File: src/rtl/hs_accum_pkg.sv
package hs_accum_pkg;

  // Number of valid samples between transfers for the selected mode.
  function automatic int period_len(input int k, input bit half_mode);
    return half_mode ? (k / 2) : k;
  endfunction

  // Counter width needed to hold a period count 0..per-1.
  function automatic int cnt_width(input int per);
    return (per < 2) ? 1 : $clog2(per);
  endfunction

endpackage

File: src/rtl/hs_period_ctr.sv
module hs_period_ctr #(
  parameter int PER = 8192
) (
  input  logic clk,
  input  logic rst,
  input  logic samp_valid,
  input  logic integ_end,
  output logic dump_now
);
  localparam int CW = hs_accum_pkg::cnt_width(PER);
  localparam logic [CW-1:0] LAST = CW'(PER - 1);

  logic [CW-1:0] cnt_q;

  assign dump_now = samp_valid && (cnt_q == LAST);

  always_ff @(posedge clk) begin
    if (rst) begin
      cnt_q <= '0;
    end else if (integ_end) begin
      cnt_q <= '0;
    end else if (samp_valid) begin
      cnt_q <= dump_now ? '0 : cnt_q + 1'b1;
    end
  end
endmodule

File: src/rtl/hs_counter_core.sv
module hs_counter_core #(
  parameter int HS_W      = 14,
  parameter int PRE_W     = 4,
  parameter int PROD_W    = 3,
  parameter bit HALF_MODE = 1'b0
) (
  input  logic                  clk,
  input  logic                  rst,
  input  logic                  samp_valid,
  input  logic [PROD_W-1:0]     samp_prod,
  input  logic                  integ_end,
  input  logic                  dump_now,
  output logic [HS_W-1:0]       acc_q,
  output logic                  dump_stb,
  output logic                  dump_bit,
  output logic                  ovf,
  output logic [HS_W-PRE_W-1:0] rd_top
);
  localparam bit CLR_MODE = (HALF_MODE == 1'b0);

  logic [HS_W-1:0] base;
  logic [HS_W:0]   addend;
  logic [HS_W:0]   sum;

  generate
    if (HALF_MODE) begin : g_noclear
      assign base = acc_q;
    end else begin : g_clear
      assign base = dump_now ? {1'b0, acc_q[HS_W-2:0]} : acc_q;
    end
  endgenerate

  assign addend = samp_valid ? (HS_W+1)'(samp_prod) : '0;
  assign sum    = {1'b0, base} + addend;
  assign rd_top = sum[HS_W-1:PRE_W];

  always_ff @(posedge clk) begin
    if (rst) begin
      acc_q    <= '0;
      dump_stb <= 1'b0;
      dump_bit <= 1'b0;
      ovf      <= 1'b0;
    end else begin
      acc_q    <= integ_end ? '0 : sum[HS_W-1:0];
      dump_stb <= dump_now;
      dump_bit <= dump_now & acc_q[HS_W-1];
      ovf      <= CLR_MODE & sum[HS_W];
    end
  end
endmodule

File: src/rtl/hs_readout.sv
module hs_readout #(
  parameter int RD_W = 10
) (
  input  logic            clk,
  input  logic            rst,
  input  logic            integ_end,
  input  logic [RD_W-1:0] rd_top,
  output logic            rd_stb,
  output logic [RD_W-1:0] rd_word
);
  always_ff @(posedge clk) begin
    if (rst) begin
      rd_stb  <= 1'b0;
      rd_word <= '0;
    end else begin
      rd_stb <= integ_end;
      if (integ_end) rd_word <= rd_top;
    end
  end
endmodule

File: src/rtl/hs_accum_top.sv
module hs_accum_top #(
  parameter int HS_W      = 14,
  parameter int PRE_W     = 4,
  parameter int PROD_W    = 3,
  parameter int DUMP_K    = 8192,
  parameter bit HALF_MODE = 1'b0,
  localparam int RD_W     = HS_W - PRE_W
) (
  input  logic              clk,
  input  logic              rst,
  input  logic              samp_valid,
  input  logic [PROD_W-1:0] samp_prod,
  input  logic              integ_end,
  output logic              dump_stb,
  output logic              dump_bit,
  output logic              rd_stb,
  output logic [RD_W-1:0]   rd_word,
  output logic              ovf
);
  localparam int PER = hs_accum_pkg::period_len(DUMP_K, HALF_MODE);

  logic            dump_now;
  logic [HS_W-1:0] acc_q;
  logic [RD_W-1:0] rd_top;

  hs_period_ctr #(.PER(PER)) u_per (
    .clk(clk), .rst(rst), .samp_valid(samp_valid),
    .integ_end(integ_end), .dump_now(dump_now)
  );

  hs_counter_core #(
    .HS_W(HS_W), .PRE_W(PRE_W), .PROD_W(PROD_W), .HALF_MODE(HALF_MODE)
  ) u_core (
    .clk(clk), .rst(rst), .samp_valid(samp_valid), .samp_prod(samp_prod),
    .integ_end(integ_end), .dump_now(dump_now), .acc_q(acc_q),
    .dump_stb(dump_stb), .dump_bit(dump_bit), .ovf(ovf), .rd_top(rd_top)
  );

  hs_readout #(.RD_W(RD_W)) u_rd (
    .clk(clk), .rst(rst), .integ_end(integ_end), .rd_top(rd_top),
    .rd_stb(rd_stb), .rd_word(rd_word)
  );
endmodule

File: config.mk
export PLATFORM = sky130hd
export DESIGN_NAME = hs_accum_top
export DESIGN_NICKNAME = d
export VERILOG_FILES = /design/src/rtl/hs_accum_pkg.sv /design/src/rtl/hs_period_ctr.sv /design/src/rtl/hs_counter_core.sv /design/src/rtl/hs_readout.sv /design/src/rtl/hs_accum_top.sv
export SDC_FILE = /design/constraint.sdc
export NUM_CORES = 1
export LEC_CHECK = 0
export BUFFER_PORTS_ARGS = -buffer_cell sky130_fd_sc_hd__clkbuf_2
export CAP_MARGIN = 15
export CORE_MARGIN = 4
export CORE_UTILIZATION = 54
export CTS_BUF_LIST = sky130_fd_sc_hd__clkbuf_8 sky130_fd_sc_hd__clkbuf_16
export DETAILED_ROUTE_END_ITERATION = 16
export PLACE_DENSITY = 0.74
export SYNTH_ARGS = -nofsm -noshare
export SYNTH_HDL_FRONTEND = slang
export SYNTH_HIERARCHICAL = 1
export SYNTH_SLANG_ARGS = --single-unit
File: constraint.sdc
create_clock -name clk -period 2.7 [get_ports clk]
set_clock_uncertainty 0.2 [all_clocks]
set_input_delay 0.27 -clock clk [delete_from_list [all_inputs] [get_ports clk]]
set_output_delay 0.27 -clock clk [all_outputs]
set_load 0.05 [all_outputs]
==> results.yml, run 1 <==
placed_design:
  dpl.hpwl_um: 2520
  portBuffers: 20
  place_congestion: 0.779
floorplanning:
  die_h_um: 67.6
  ioPinCount: 21
  core-area_um2: 3390
  initial_utilization_pct: 56.6
  die-area_um2: 4570
  num_rows: 21
  die_w_um: 67.6
synthesis:
  synthMuxAreaShare_pct: 6.26
  synthAdderAreaFrac_pct: 3.65
  synth_area_um2: 1920
  synth-simple-area-share_pct: 25.7
  synth_compound_area_share_pct: 6.78
  synth_xor_area_share_pct: 8.67
  syn_area_per_cell_um2: 9.84
  syn_inst: 195
  syn_nets: 207
  yosysWarnings: 6
  ys_types: 37
  synth_top_family_by_area: "simple AND/OR/NAND/NOR gates"
  seq_area_frac_synth_pct: 42.8
  ys_ff_latch: 41
timing:
  max_freq_ghz: 0.439
  final-setup-viol-count: 0
  rsz0062_at_grt: "false"
  tns_ns: 0
  slew_headroom_pct: 55.3
  fin_crit_ns: 2.28
  hold_slack_ns: 0.188
  finalMaxSlewViolations: 0
  hold_viol: 0
  tightest_slew_ns: 0.668
  fin_crit_sh_pct: 84.4
global_route:
  grt_pass1_wl_um: 5650
  grt_util_all_layers_pct: 16.8
  grt_pass1_vias: 1278
  grt_overflow: 0
  grt_max_degree: 22
  antenna_found_initial: 0
layout:
  syn_to_final_growth_pct: 7.95
  drive_gt1_share_pct: 19.9
  final_cell_mix: "41 x dfxtp_1, 20 x clkbuf_2, 20 x nor2_1"
  nets: 222
  final_common_cell: "dfxtp_1"
  antenna_cells: 0
cts:
  tritoncts: "done"
  clk_latency_ns: 0.29
  cts_buffers: 5
  root_buffer: "clkbuf_8"
  clkSinkCount: 41
  cts_resized: 0
  clk_pin_slew_ns: 0.07
  holdBufCountCts: 0
  clockBufferDepth: 2
  htree_levels: 2
  postCtsSetupBuffers: 0
critical_path:
  worstPathMaxFanout: 5
  rrSetupSlack_ns: 0.42
  crit_path_end_kind: "flop"
  worst_ep_arrival_time_ns: 2.24
  crit_chain: "ha_1, nand4_2, or2_2, nor3_1, nand2b_1, a31o_2, nand2_1, mux2i_1, nor2_1"
  r2r_end: "u_rd/rd_word[9]"
  critPathMaxStageDelay_ns: 0.42
  critPathRequiredTime_ns: 2.66
  r2r_cells: 9
  rr_startpoint: "u_per/cnt_q[0]"
  slowest_stage: "dfxtp_1"
  path_class: "flop to flop"
  startpoint_type: "flop"
detailed_routing:
  dr.pass1.iters: 4
  via_per_inst: 5.25
  vias: 1350
  wl_per_cell_um: 13.3
  route.detailed.drc: 0
  drt_iter0_markers: 84
  wl_um: 3410
  ant_nets: 0
min_path:
  min_path_type: "primary input to flop"
  min_path_cells: 2
  min_from: "integ_end"
  whs_endpoint: "u_per/cnt_q[10]"
run_status:
  outcome: "finished, final reports clean"
pwr:
  powerDensity_nw_per_um2: 498
  leakage_uw: 0.000857
  ir_drop_uv: 292
run:
  drv_cap: 0
[power by group]
| part | total, uW | switching [uW] | internal [uW] |
|---|---|---|---|
| Clock | 367 | 195 | 172 |
| Combinational | 53.7 | 33.7 | 20.0 |
| Sequential | 611 | 2.80 | 608 |
| Total | 1030 | 231 | 800 |
[worst max-delay path: cells and delay by family, from the launching register on]
family / cells / cell delay (ns)
AOI/OAI and AO/OA: 1 / 0.13
adders and majority gates: 1 / 0.26
DFF: 1 / 0.42
muxes: 1 / 0.13
and+or+nand+nor: 6 / 1.02
[registers in the layout, indices dropped and copies added, names as in the netlist]
signal,count
u_core/acc_q,14
u_core/dump_bit,1
u_core/dump_stb,1
u_core/ovf,1
u_per/cnt_q,13
u_rd/rd_stb,1
u_rd/rd_word,10
[layout make-up]
type | instances | area (um2)
sequential | 41 | 821
timing repair buffer | 22 | 115
inverter | 5 | 18.8
multi-input combinational | 135 | 980
tap | 46 | 57.6
clock inverter | 3 | 11.3
clock buffer | 5 | 68.8
fill | 291 | 1320
[logic make-up after synthesis]
family / Yosys count
fa+ha+maj: 5
mux: 12
flops: 41
buf+inv: 19
simple gates: 85
xor+xnor: 19
compound gates: 14
[worst max path at each step]
stage / startpoint / to / slack [ns] / cells after the start
floorplan: u_per/cnt_q[0] / u_rd/rd_word[9] / 0.54 / 10
global placement: samp_valid / u_rd/rd_word[4] / 0.45 / 9
detailed placement: samp_valid / u_rd/rd_word[4] / 0.38 / 9
CTS: u_per/cnt_q[0] / u_rd/rd_word[9] / 0.44 / 9
global route: u_per/cnt_q[0] / u_rd/rd_word[9] / 0.22 / 9
finish: u_per/cnt_q[0] / u_rd/rd_word[9] / 0.42 / 9
[per-layer routing]
| layer | vias up | routed length, um | track usage, % |
|---|---|---|---|
| met2 | 19 | 1590 | 27.8 |
| met5 | - | 0 | 0 |
| li1 | 688 | - | - |
| met1 | 636 | 1620 | 19.8 |
| met3 | 7 | 143 | 6.16 |
| met4 | 0 | 53 | 6.08 |
[through the flow]
| step | power (uW) | setup WS (ns) | util [%] | instance area, um2 | cells |
|---|---|---|---|---|---|
| floorplan | 662 | 0.541 | - | 1920 | 195 |
| global placement | 676 | 0.450 | 58.8 | 1990 | 249 |
| detailed placement | 679 | 0.384 | 58.8 | 1990 | 249 |
| CTS | 1040 | 0.437 | 61.1 | 2070 | 257 |
| global route | 1080 | 0.220 | 61.1 | 2070 | 257 |
| finish | 1030 | 0.421 | 61.1 | 2070 | 257 |
[synthesized netlist by cell type (all sizes together)]
cell type	n	area share [%]
nor2	20	3.9
nand3	5	1.3
and4	2	1.0
o21ai	3	0.98
nor3b	1	0.65
a211oi	2	1.4
ha	4	2.6
xnor2	14	6.4
buf	13	5.0
mux2i	12	6.3
inv	5	0.98
nor3	11	3.7
xor2	5	2.3
a21oi	3	0.78
or2	2	0.65
a31o	3	1.4
nand2	9	1.8
nand2b	1	0.33
nor4	3	1.6
nand4	10	3.9
o41ai	1	1.4
fa	1	1.0
nor2b	2	0.65
dfxtp	41	43
clkbuf	1	0.20
and2	15	4.9
or3	4	1.3
a21o	2	0.78
Power figures use the tool's default switching activity.
==> inputs of run 2 (changes only) <==
Settings changed: CORE_UTILIZATION 54 to 52, PLACE_DENSITY 0.74 to 0.75.
Clock period 2.7 ns to 2.02 ns, I/O delays scaled along.
==> run 2 against run 1 <==
Register-to-register slack lost 0.31 ns. Clock power up 80%. Clock-buffer cell count up 1. Hold slack lost 0.078 ns. Power increased by 51%. Wire length up 12%.
==> results.yml, run 2 (same netlist as run 1, synthesis figures left out) <==
critical_path:
  worstPathMaxFanout: 3
  r2r_cells: 7
  critPathRequiredTime_ns: 2.01
  worst_ep_arrival_time_ns: 1.89
  crit_start: "u_core/acc_q[1]"
  path_class: "flop to flop"
  r2r_end: "u_rd/rd_word[7]"
  startpoint_type: "flop"
  rrSetupSlack_ns: 0.11
  crit_path_end_kind: "flop"
  rr_startpoint: "u_core/acc_q[1]"
cts:
  tritoncts: "done"
  htree_levels: 2
  clkSinkCount: 41
  root_buffer: "clkbuf_8"
  clockBufferDepth: 2
  clk_latency_ns: 0.29
  clk_pin_slew_ns: 0.07
  cts_buffers: 5
floorplanning:
  initial_utilization_pct: 55.8
  ioPinCount: 21
  die_w_um: 68.8
  num_rows: 21
  core-area_um2: 3440
  die-area_um2: 4730
  die_h_um: 68.8
global_route:
  grt_max_degree: 18
  antenna_found_initial: 0
  grt_overflow: 0
  grt_pass1_wl_um: 6730
  grt_pass1_vias: 1481
  grt_util_all_layers_pct: 19.3
detailed_routing:
  vias: 1419
  via_per_inst: 5.28
  ant_nets: 0
  wl_per_cell_um: 14.2
  drt_iter0_markers: 66
  dr.pass1.iters: 4
  route.detailed.drc: 0
  wl_um: 3830
layout:
  top_register: "u_core/acc_q"
  final_area_um2: 2260
  antenna_cells: 0
  nFillCells: 273
  multi_input_area_um2: 1030
  syn_to_final_growth_pct: 17.7
  largest_reg_flops: 14
  drive_gt1_share_pct: 27.4
  final_common_cell: "dfxtp_1"
  reg_top3: "u_core/acc_q (14), u_per/cnt_q (13), u_rd/rd_word (10)"
  final_cell_mix: "39 x dfxtp_1, 20 x clkbuf_2, 20 x nor2_1"
  final_util_pct: 65.6
  nets: 234
  seqCellArea_um2: 826
pwr:
  ir_drop_uv: 494
  powerDensity_nw_per_um2: 692
  leakage_uw: 0.000950
placed_design:
  portBuffers: 20
  dpl.hpwl_um: 2800
  place_area_um2: 2090
  place_ws_ns: -0.0754
  place_congestion: 0.837
run:
  drv_cap: 0
timing:
  finalMaxSlewViolations: 0
  hold_slack_ns: 0.110
  fin_crit_sh_pct: 94.4
  fin_crit_ns: 1.91
  slew_headroom_pct: 68.9
  final-setup-viol-count: 0
  tightest_slew_ns: 0.464
  hold_viol: 0
  max_freq_ghz: 0.525
  fin_ws_ns: 0.114
  rsz0062_at_grt: "false"
run_status:
  outcome: "finished, final reports clean"
min_path:
  min_from: "integ_end"
  min_path_type: "primary input to flop"
  whs_endpoint: "u_core/acc_q[13]"
  min_path_cells: 3
==> run 2: cell types whose count changed in the layout (fill, tap and decap cells not counted), moves of 2 or more <==
cell / before / now
buf_4: 2 / 12
nor3_1: 8 / 6
dfxtp_1: 41 / 39
dlygate4sd3_1: 0 / 2
inv_1: 8 / 6
==> run 2: routing by layer <==
metal,vias to the layer above,track usage [%],wire (um)
met4,0,9.25,83
li1,712,-,-
met5,-,0,0
met1,666,21.7,1660
met3,10,5.67,163
met2,31,33.1,1920
==> run 2: cell type report <==
| type | count | share of cell area [%] |
|---|---|---|
| timing repair buffer | 34 | 9.31 |
| multi-input combinational | 135 | 45.6 |
| clock buffer | 6 | 3.66 |
| inverter | 5 | 0.831 |
| sequential | 41 | 36.6 |
| tap | 46 | 2.55 |
| clock inverter | 2 | 1.50 |
==> run 2: worst max-delay path, stage by stage, from the launching register on <==
cell	delay (ns)
dfxtp_1	0.34
ha_1	0.34
a211oi_4	0.09
nor3_2	0.28
nand4_1	0.20
xnor2_1	0.17
mux2i_1	0.13
nor2_1	0.05
==> run 2: timing repair <==
item | CTS | global route
hold endpoints to repair | 1 | 0
setup endpoints to repair | 0 | 12
hold buffers | 2 | 0
buffers inserted | 0 | 0
gates resized for setup | 0 | 6
==> run 2: worst max path at each step <==
stage / endpoint
floorplan: u_rd/rd_word[9]
global placement: u_rd/rd_word[4]
detailed placement: u_rd/rd_word[4]
CTS: u_rd/rd_word[9]
global route: u_rd/rd_word[4]
finish: u_rd/rd_word[7]
==> run 2: report_power, final <==
group          switching [uW]  internal, uW  leakage (uW)
Clock                     264           397     0.0000626
Combinational            48.9          35.1      0.000556
Sequential               4.67           812      0.000332
Total                     318          1240      0.000950
==> run 2: through the flow <==
| step | power, uW | cells | TNS (ns) |
|---|---|---|---|
| after floorplan | 885 | 195 | 0 |
| after global placement | 912 | 259 | 0 |
| after detailed placement | 916 | 259 | -0.236 |
| after CTS | 1580 | 269 | 0 |
| after global routing | 1620 | 269 | 0 |
| final | 1560 | 269 | 0 |
==> inputs of run 3 (changes only) <==
Settings changed: CORE_UTILIZATION 52 to 50, PLACE_DENSITY 0.75 to 0.73, SYNTH_HIERARCHICAL 1 to default.
==> run 3 against run 2 <==
Via count is 5.7% lower. Hold slack lost 0.037 ns. Maximum frequency is 1.6% lower. Cell count down 4.1%. Register-to-register slack got worse by 0.03 ns. Critical path depth down 2.
==> results.yml, run 3 <==
critical_path:
  critPathRequiredTime_ns: 2.02
  r2r_end: "u_rd.rd_word[7]"
  worst_ep_arrival_time_ns: 1.93
  critPathMaxStageDelay_ns: 0.34
  rrSetupSlack_ns: 0.08
  crit_chain: "ha_4, a21oi_2, a211o_1, or3_1, a311oi_1"
  startpoint_type: "flop"
  slowest_stage: "a211o_1"
  crit_path_end_kind: "flop"
  path_class: "flop to flop"
  r2r_cells: 5
  rr_startpoint: "u_core.acc_q[2]"
  worstPathMaxFanout: 4
timing:
  final-setup-viol-count: 0
  hold_viol: 0
  hold_slack_ns: 0.0737
  slew_headroom_pct: 77.4
  fin_crit_ns: 1.94
  fin_crit_sh_pct: 95.9
  tns_ns: 0
  finalMaxSlewViolations: 0
  max_freq_ghz: 0.516
  tightest_slew_ns: 0.337
synthesis:
  syn_nets: 197
  synth_area_leaders: "dfxtp_1 48%, nor2_1 7.5%, xnor2_1 6.2%"
  syn_area_per_cell_um2: 9.23
  synth-edff-count: 0
  yosysTopAreaCell: "dfxtp_1"
  ys_ff_latch: 41
  synthTopCellsByCount: "41 x dfxtp_1, 34 x nor2_1, 13 x nand2_1"
  ys_types: 32
  ys.flop_type: "dfxtp_1"
  synth_area_um2: 1710
  synthArstFlopShare_pct: 0
  syn_inst: 185
  yosysWarnings: 0
  seq_area_frac_synth_pct: 48.1
  yosysMostFrequentCell: "dfxtp_1"
  synth_top_area_share_pct: 48.1
cts:
  clkSinkCount: 41
  tritoncts: "done"
  clockBufferDepth: 2
  clk_pin_slew_ns: 0.08
  holdBufCountCts: 0
  root_buffer: "clkbuf_8"
  clk_latency_ns: 0.28
  cts_buffers: 5
  htree_levels: 2
global_route:
  antenna_found_initial: 0
  grt_pass1_vias: 1322
  grt_max_degree: 20
  grt_overflow: 0
  grt_util_all_layers_pct: 16.5
  grt_pass1_wl_um: 5620
detailed_routing:
  wl_um: 3260
  dr.pass1.iters: 4
  drt_iter0_markers: 63
  wl_per_cell_um: 12.6
  route.detailed.drc: 0
  ant_nets: 0
  vias: 1338
  via_per_inst: 5.19
layout:
  final_area_um2: 2050
  syn_to_final_growth_pct: 20.2
  nFillCells: 273
  top_register: "u_core.acc_q"
  nets: 225
  finalNonFillerCells: 258
  drive_gt1_share_pct: 22.4
  final_cell_mix: "41 x dfxtp_1, 34 x nor2_1, 20 x clkbuf_2"
  largest_reg_flops: 14
  antenna_cells: 0
  final_util_pct: 65.1
  final_common_cell: "dfxtp_1"
  reg_top3: "u_core.acc_q (14), u_per.cnt_q (13), u_rd.rd_word (10)"
min_path:
  min_from: "rst"
  min_path_type: "primary input to flop"
  min_path_cells: 2
  whs_endpoint: "u_rd.rd_word[3]"
placed_design:
  place_area_um2: 1910
  place_congestion: 0.813
  portBuffers: 20
  dpl.hpwl_um: 2440
  placed_cells: 250
run_status:
  outcome: "finished, final reports clean"
pwr:
  powerDensity_nw_per_um2: 783
  ir_drop_uv: 485
  leakage_uw: 0.000757
floorplanning:
  die-area_um2: 4410
  die_w_um: 66.4
  initial_utilization_pct: 54.2
  core-area_um2: 3150
  die_h_um: 66.4
  ioPinCount: 21
  num_rows: 20
run:
  drv_cap: 0
[run 3: cell count changes after synthesis, sizes merged, moves of 5 or more]
cell    previous run  this run
a211oi             2         7
and2              15         6
buf               13         1
clkbuf             1         6
mux2i             12         0
nor2              20        34
nor3              11         3
[run 3: where the power goes]
part / switching [uW] / internal, uW / total, uW
clock: 270 / 402 / 672
combinational: 74.2 / 34.8 / 109
sequential: 7.58 / 820 / 828
[run 3: cell families (layout without fill, tap and decap cells)]
group	after synthesis	count (layout)	share of synthesized area (%)
and+or+nand+nor	86	86	25.9
DFF	41	41	48.1
xor gates and xnor gates	21	21	10.8
AOI/OAI and AO/OA	23	23	9.01
adders and majority gates	5	5	4.10
buffers and inverters	9	38	2.20
[run 3: layer usage]
metal,track usage [%],vias to the layer above,wire length [um]
met2,26.0,25,1510
met4,5.58,0,33
li1,-,690,-
met5,0,-,0
met3,5.95,4,135
met1,20.8,619,1580
[run 3: worst max-delay path by stage]
stage	from	end	slack, ns	cells past startpoint
floorplan	samp_valid	u_rd.rd_word[7]	-0.008	7
global placement	samp_valid	u_rd.rd_word[2]	-0.04	8
detailed placement	samp_valid	u_rd.rd_word[0]	-0.13	8
CTS	u_core.acc_q[0]	u_rd.rd_word[0]	0.02	6
global route	u_core.acc_q[0]	u_rd.rd_word[8]	-0.007	6
finish	u_core.acc_q[2]	u_rd.rd_word[7]	0.08	5
[run 3: repair_timing]
| action | 4_1_cts | 5_1_grt |
|---|---|---|
| endpoints found under the setup margin | 0 | 10 |
| setup buffers | 0 | 0 |
| endpoints found under the hold margin | 0 | 0 |
| resized for setup | 0 | 5 |
[run 3: cell type report]
| class | instances | area [um2] | area share [%] |
|---|---|---|---|
| clock inverter | 2 | 37.5 | 1.83 |
| clock buffer | 6 | 82.6 | 4.02 |
| timing repair buffer | 28 | 160 | 7.80 |
| multi-input combinational | 135 | 890 | 43.3 |
| sequential | 41 | 821 | 40.0 |
| tap | 44 | 55.1 | 2.68 |
| inverter | 2 | 7.51 | 0.366 |
[run 3: worst max-delay path: cells and delay by family, from the launching register on]
family	cells	cell delay (ns)
compound gates	3	0.66
flops	1	0.33
fa+ha+maj	1	0.31
simple gates	1	0.34
[run 3: metrics by stage]
stage | total power (uW) | worst slack [ns]
5_1_grt | 1680 | -0.00684
3_5_place_dp | 955 | -0.125
4_1_cts | 1630 | 0.0230
3_3_place_gp | 951 | -0.0353
6_report | 1610 | 0.0836
2_1_floorplan | 926 | -0.00769
